## src/rtl/wrc_pkg.sv

```systemverilog
`timescale 1ns/1ps
package wrc_pkg;
   localparam int unsigned EXTRA_REASONS = 2;
   localparam int unsigned FT_OFFSET     = 0;   // fall-through sits just above the sources
   localparam int unsigned AB_OFFSET     = 1;   // abort sits above fall-through

   function automatic int unsigned reason_width(input int unsigned n_src);
      return n_src + EXTRA_REASONS;
   endfunction
endpackage

```

## src/rtl/wrc_status_mask.sv

```systemverilog
`timescale 1ns/1ps
module wrc_status_mask #(
   parameter int unsigned NUM_WAKE = 6
) (
   input  logic [NUM_WAKE-1:0] req_i,
   input  logic [NUM_WAKE-1:0] en_i,
   output logic [NUM_WAKE-1:0] status_o
);
   for (genvar i = 0; i < NUM_WAKE; i++) begin : g_bit
      assign status_o[i] = req_i[i] & en_i[i];
   end
endmodule

```

## src/rtl/wrc_capture_ctrl.sv

```systemverilog
`timescale 1ns/1ps
module wrc_capture_ctrl (
   input  logic clk_i,
   input  logic rst_ni,
   input  logic start_i,
   input  logic dis_i,
   output logic armed_o,
   output logic record_o
);
   logic armed_q;

   always_ff @(posedge clk_i or negedge rst_ni) begin
      if (!rst_ni) armed_q <= 1'b0;
      else         armed_q <= !dis_i && (start_i || armed_q);
   end

   assign armed_o  = armed_q;
   assign record_o = !dis_i && (start_i || armed_q);

   AST_DIS_DISARMS: assert property (@(posedge clk_i) disable iff (!rst_ni)
      dis_i |=> !armed_o);
   AST_ARM_NEEDS_START: assert property (@(posedge clk_i) disable iff (!rst_ni)
      $rose(armed_o) |-> $past(start_i));
endmodule

```

## src/rtl/wrc_reason_cell.sv

```systemverilog
`timescale 1ns/1ps
module wrc_reason_cell (
   input  logic clk_i,
   input  logic rst_ni,
   input  logic set_i,
   input  logic clr_i,
   output logic q_o
);
   logic q;

   always_ff @(posedge clk_i or negedge rst_ni) begin
      if (!rst_ni) q <= 1'b0;
      else         q <= set_i | (q & ~clr_i);
   end

   assign q_o = q;

   AST_STICKY: assert property (@(posedge clk_i) disable iff (!rst_ni)
      (q_o && !clr_i) |=> q_o);
   AST_CLEAR_TAKES: assert property (@(posedge clk_i) disable iff (!rst_ni)
      (clr_i && !set_i) |=> !q_o);
   AST_SET_WINS: assert property (@(posedge clk_i) disable iff (!rst_ni)
      set_i |=> q_o);
endmodule

```

## src/rtl/wake_reason_capture.sv

```systemverilog
`timescale 1ns/1ps
module wake_reason_capture
   import wrc_pkg::*;
#(
   parameter int unsigned NUM_WAKE = 6,
   localparam int unsigned RW      = reason_width(NUM_WAKE)
) (
   input  logic                clk_i,
   input  logic                rst_ni,
   input  logic [NUM_WAKE-1:0] wake_req_i,
   input  logic [NUM_WAKE-1:0] wake_en_i,
   input  logic                entry_start_i,
   input  logic                fall_through_i,
   input  logic                abort_i,
   input  logic                capture_dis_i,
   input  logic                clr_we_i,
   input  logic [RW-1:0]       clr_data_i,
   output logic [NUM_WAKE-1:0] wake_status_o,
   output logic [RW-1:0]       reasons_o
);
   initial begin : p_param_check
      if (NUM_WAKE < 1 || NUM_WAKE > 30)
         $fatal(1, "NUM_WAKE must lie in 1..30");
   end

   logic          armed;
   logic          record;
   logic [RW-1:0] events;

   wrc_status_mask #(.NUM_WAKE(NUM_WAKE)) u_mask (
      .req_i    (wake_req_i),
      .en_i     (wake_en_i),
      .status_o (wake_status_o)
   );

   wrc_capture_ctrl u_ctrl (
      .clk_i    (clk_i),
      .rst_ni   (rst_ni),
      .start_i  (entry_start_i),
      .dis_i    (capture_dis_i),
      .armed_o  (armed),
      .record_o (record)
   );

   assign events[NUM_WAKE-1:0]        = wake_status_o;
   assign events[NUM_WAKE+FT_OFFSET]  = fall_through_i;
   assign events[NUM_WAKE+AB_OFFSET]  = abort_i;

   for (genvar i = 0; i < RW; i++) begin : g_cell
      wrc_reason_cell u_cell (
         .clk_i  (clk_i),
         .rst_ni (rst_ni),
         .set_i  (record & events[i]),
         .clr_i  (clr_we_i & clr_data_i[i]),
         .q_o    (reasons_o[i])
      );
   end

   AST_STATUS_MASKED: assert property (@(posedge clk_i) disable iff (!rst_ni)
      (wake_status_o & ~wake_en_i) == '0 && (wake_status_o & ~wake_req_i) == '0);
   AST_DISABLED_NO_NEW: assert property (@(posedge clk_i) disable iff (!rst_ni)
      (capture_dis_i && reasons_o == '0) |=> reasons_o == '0);
   AST_IDLE_NO_NEW: assert property (@(posedge clk_i) disable iff (!rst_ni)
      (!armed && !entry_start_i && reasons_o == '0) |=> reasons_o == '0);
   AST_MASKED_SRC_IGNORED: assert property (@(posedge clk_i) disable iff (!rst_ni)
      (reasons_o[NUM_WAKE-1:0] == '0 && wake_en_i == '0) |=> reasons_o[NUM_WAKE-1:0] == '0);
endmodule

```

## config.mk

```make
export PLATFORM = sky130hd
export DESIGN_NAME = wake_reason_capture
export DESIGN_NICKNAME = d
export VERILOG_FILES = /design/src/rtl/wrc_pkg.sv /design/src/rtl/wrc_status_mask.sv /design/src/rtl/wrc_capture_ctrl.sv /design/src/rtl/wrc_reason_cell.sv /design/src/rtl/wake_reason_capture.sv
export SDC_FILE = /design/constraint.sdc
export NUM_CORES = 1
export LEC_CHECK = 0
export ABC_AREA = 1
export BUFFER_PORTS_ARGS = -buffer_cell sky130_fd_sc_hd__buf_2
export CAP_MARGIN = 20
export CORE_AREA = 2 2 41 43
export DETAILED_ROUTE_END_ITERATION = 12
export DIE_AREA = 0 0 43 45
export PLACE_DENSITY = 0.75
export REMOVE_ABC_BUFFERS = 1
export SYNTH_ARGS = -nofsm -noshare
export SYNTH_HDL_FRONTEND = slang
export SYNTH_SLANG_ARGS = --single-unit
```

## constraint.sdc

```tcl
create_clock -name clk_i -period 1.2 [get_ports clk_i]
set_clock_uncertainty 0.15 [all_clocks]
set_input_delay 0.18 -clock clk_i [delete_from_list [all_inputs] [get_ports clk_i]]
set_output_delay 0.18 -clock clk_i [all_outputs]
set_load 0.02 [all_outputs]
```

**Word-level counts from Yosys, hierarchy flattened**

Cells that the tools add are included.

- Output and inout port bits: 14
- Logic and storage cells: 58
- Register bits: 9
- Input bits: 27

- Bitwise gates (word level): 46
- Reductions and logical operators: 3

Operators by type and width:

| cell | number |
|---|---|
| 1-bit bitwise AND | 30 |
| 1-bit inverter | 8 |
| 1-bit OR | 8 |
| 1-bit logical AND | 1 |
| 1-bit logical NOT | 1 |
| 1-bit logical OR | 1 |

**Depth between registers and ports, before layout**

- Depth in word-level cells: 4
- Depth in mapped cells: 4
- Gate-level depth less buffers: 4

**Cells and area by module**

Synthesis repeated with hierarchy kept, for this count alone.

- Cell total of the unflattened synthesis: 89
- Area total of the unflattened synthesis: 528.0 um2

By module, submodules not included:

| module | seq. area each (um2) | cells an instance | area an instance (um2) | times used |
|---|---|---|---|---|
| wrc_reason_cell | 25.0 | 5 | 40.0 | 8 |
| wake_reason_capture | 0.0 | 34 | 130.1 | 1 |
| wrc_status_mask | 0.0 | 12 | 45.0 | 1 |
| wrc_capture_ctrl | 25.0 | 3 | 32.5 | 1 |

**Worst setup path after synthesis**

OpenSTA, ideal clock, no wires.

- Path type: reg2reg
- From: register u_ctrl.armed_q, in the netlist u_ctrl.armed_o
- To: register g_cell[0].u_cell.q
- Arrival time: 613 ps
- Clock period less this slack: 881 ps
- Setup slack: 319 ps
- Stages on the path, launching flop included: 5
- Cells stage by stage: dfrtp_1 inv_1 nand2_4 nand3_1 nand2_1

- Cells in the longest elaborated chain, start to end: 4

Ends and longest elaborated chain:

| element | line | RTL |
|---|---|---|
| from (decl) | wrc_capture_ctrl.sv:10 | `logic armed_q;` |
| from (signal assigned) | wrc_capture_ctrl.sv:14 | `else armed_q <= !dis_i && (start_i \|\| armed_q);` |
| 1-bit logical OR | wrc_capture_ctrl.sv:18 | `assign record_o = !dis_i && (start_i \|\| armed_q);` |
| 1-bit logical AND | wrc_capture_ctrl.sv:18 |  |
| 1-bit bitwise AND | wake_reason_capture.sv:53 | `.set_i (record & events[i]),` |
| 1-bit OR | wrc_reason_cell.sv:13 | `else q <= set_i \| (q & ~clr_i);` |
| to (signal assigned) | wrc_reason_cell.sv:13 |  |
| to (decl) | wrc_reason_cell.sv:9 | `logic q;` |

Every way passes these cells.

**Worst setup path after layout**

- From: register g_cell[5].u_cell.q
- To: output port reasons_o[5]

RTL lines:

| element | line | RTL |
|---|---|---|
| from (decl) | wrc_reason_cell.sv:9 |  |
| from (signal assigned) | wrc_reason_cell.sv:13 |  |
| to (decl) | wake_reason_capture.sv:19 | `output logic [RW-1:0] reasons_o` |

No word-level cell between the ends.

==> results_dict.tcl <==
set metrics [dict create \
    outcome "completed" \
    synthArstFlopShare_pct 100.0 \
    tns_ns 0 \
    core_um2 1471 \
    synth_seq_cells 9 \
    cts_tree "built" \
    finalHoldWorstSlack_ns 0.003118 \
    synthMostInstantiatedCell "nand2_1" \
    area_growth_pct 40.69 \
    clock_latency_ns 0.25 \
    fmax_mhz 889.0 \
    power.switching_uw 259.0 \
    crit_family "flip-flops" \
    wl_met1_um 493 \
    fp.dieArea_um2 1935 \
    synth.avg_cell_area_um2 7.526 \
    post-synth-top-area-fraction_pct 44.67 \
    peakVddDrop_mv 0.4594 \
    finalHoldViolCount 0 \
    cp_slowest_cell "dfrtp_1" \
    r2r-end "g_cell[5].u_cell.q_o$_DFF_PN0_" \
    period_share_pct 93.74 \
    cp_slowest_stage_delay_ns 0.38 \
    gp_congestion 0.7008 \
    antenna_found_initial 0 \
    routed.top_layer "met4" \
    place_inst 114 \
    firstDrtPassIters 4 \
    syn_area_um2 504.2 \
    wl_met2_um 591 \
    numClockSinks 9 \
    die_x_um 43 \
    port_buffers 40 \
    worst_slew_pin_slew_ns 0.2157 \
    fin_nets 133 \
    n_antenna_cell 0 \
    num_vias 516 \
    leakage_uw 0.0004731 \
    postRouteAntennaNets 0 \
    clockRootBuffer "clkbuf_4" \
    clock_path_buffers 2 \
    drtIter0Drc 10 \
    ys_seq_area_share_pct 44.67 \
    pwr-share-clk_pct 28.2 \
    grtUsageTotal_pct 13.17 \
    worstReg2RegStart "u_ctrl.armed_o$_DFF_PN0_" \
    worstSetupPathDepth 1 \
    rr_worst_depth 4 \
    cp.required_ns 0.87 \
    dp_slack_ns 0.2631 \
    grt_max_degree 10 \
    final_layout_size_suffix_gt1_share_pct 44.76 \
    drc_errors 0 \
    synthCells 67 \
    clk_pin_slew_worst_paths_ns 0.06 \
    grt_overflow 0 \
    swShare_pct 31.59 \
    routed_wl_um 1190 \
    die_y_um 45 \
    maxSlewViolCount 0 \
    hold_depth 3 \
    cp_max_fo 2 \
    grt_pass1_wl_um 1849 \
    grt_pass1_vias 475 \
    crit_end "reasons_o[5]" \
    synth_edf_count 0 \
    rrSetupSlack_ns 0.25 \
    cts_buffers 3 \
    start_util_pct 34.27 \
    path_cells "buf_2" \
    path_class "reg2out" \
    maxCapViolations 0 \
    yosys_warnings 0 \
    rows 14 \
    timing.critical_path.buf_inv 1 \
    post-dp-hpwl_um 919.1 \
    seqPwrFrac_pct 43.5 \
    startpoint "g_cell[5].u_cell.q_o$_DFF_PN0_" \
    hp-class "in2reg" \
    nFillCells 157 \
    end_kind "output pin" \
    synthTopCellsByArea "dfrtp_1 45%, nand2_1 22%, buf_4 12%" \
    synth_common_cells "30 x nand2_1, 9 x dfrtp_1, 8 x buf_4, 7 x inv_1, 7 x nand3_1" \
    finalSetupViolCount 0 \
    yosysTopAreaCell "dfrtp_1" \
    pwr-share-comb_pct 28.2 \
    htree_levels 1 \
    synth_top_flop_cell "dfrtp_1" \
    setup_ws_ns 0.07512 \
    wire_per_inst_um 9.835 \
    slew_headroom_pct 85.62 \
    cp-start-kind "register" \
    met3_length_um 98 \
    fin_cells 121 \
    period_needed_ns 1.125 \
    p_int_uw 560.9 \
    io_pins 41 \
    via_per_inst 4.264 \
    critPathArrivalTime_ns 0.79 \
    rsz0062_at_grt "no" \
    p_per_area_nw_per_um2 1156 \
    yosysUniqueCellTypes 10 \
]
cells by family after synthesis:
kind of cell,synth area share (%)
and+or+nand+nor,33.50
buffers and inverters,20.85
DFF,44.67
AOI/OAI and AO/OA,0.9916
how the worst min path moves through the flow:
stage / from / to
6_report: abort_i / g_cell[7].u_cell.q_o$_DFF_PN0_
5_1_grt: clr_data_i[2] / g_cell[2].u_cell.q_o$_DFF_PN0_
4_1_cts: abort_i / g_cell[7].u_cell.q_o$_DFF_PN0_
3_5_place_dp: rst_ni / g_cell[3].u_cell.q_o$_DFF_PN0_
3_3_place_gp: rst_ni / g_cell[3].u_cell.q_o$_DFF_PN0_
2_1_floorplan: rst_ni / g_cell[0].u_cell.q_o$_DFF_PN0_
flip-flops by register name, indices dropped and copies added, names as in the netlist:
register and count:
u_ctrl.armed_o 1, g_cell.u_cell.q_o 8
power groups by stage:
stage                     combinational [uW]  sequential (uW)  clock (uW)
final                                    231              357         232
after global routing                     256              361         262
after CTS                                235              357         243
after detailed placement                 227              362           0
after global placement                   222              361           0
after floorplan                         74.3              407           0
stage by stage:
step	area (um2)	total power (uW)	utilization, %
3_3_place_gp	653.1	582.4	44.39
6_report	709.4	819.9	48.21
3_5_place_dp	653.1	589.3	44.39
4_1_cts	709.4	835.4	48.21
5_1_grt	709.4	878.6	48.21
2_1_floorplan	432.9	480.8	-
timing repair:
action,CTS,global route
hold buffers,3,0
setup buffers,0,0
resized for setup,0,0
hold endpoints to repair,11,0
layout make-up:
| class | instances | area [um2] | area share, % |
|---|---|---|---|
| Clock buffer | 4 | 26.28 | 3.704 |
| Sequential cell | 9 | 225.2 | 31.75 |
| Tap cell | 16 | 20.02 | 2.822 |
| Multi-Input combinational cell | 40 | 173.9 | 24.52 |
| Timing Repair Buffer | 43 | 230.2 | 32.45 |
| Inverter | 9 | 33.78 | 4.762 |
cell usage in the layout (no fill, tap or decap):
| master | synthesis | final |
|---|---|---|
| buf_2 | 0 | 40 |
| dfrtp_1 | 9 | 9 |
| dlygate4sd3_1 | 0 | 3 |
| clkbuf_1 | 0 | 1 |
| nand3_2 | 1 | 1 |
| inv_1 | 7 | 7 |
| a21oi_1 | 1 | 1 |
| nand2_1 | 30 | 30 |
| clkbuf_4 | 0 | 3 |
| nand3_1 | 7 | 7 |
| inv_2 | 2 | 2 |
| nand2_4 | 1 | 1 |
per-layer routing:
metal / GRT usage [%] / up-vias
li1: - / 269
met1: 15.87 / 221
met2: 22.42 / 24
met3: 2.400 / 2
met4: 7.273 / 0
met5: 0 / -
Power figures use the tool's default switching activity.
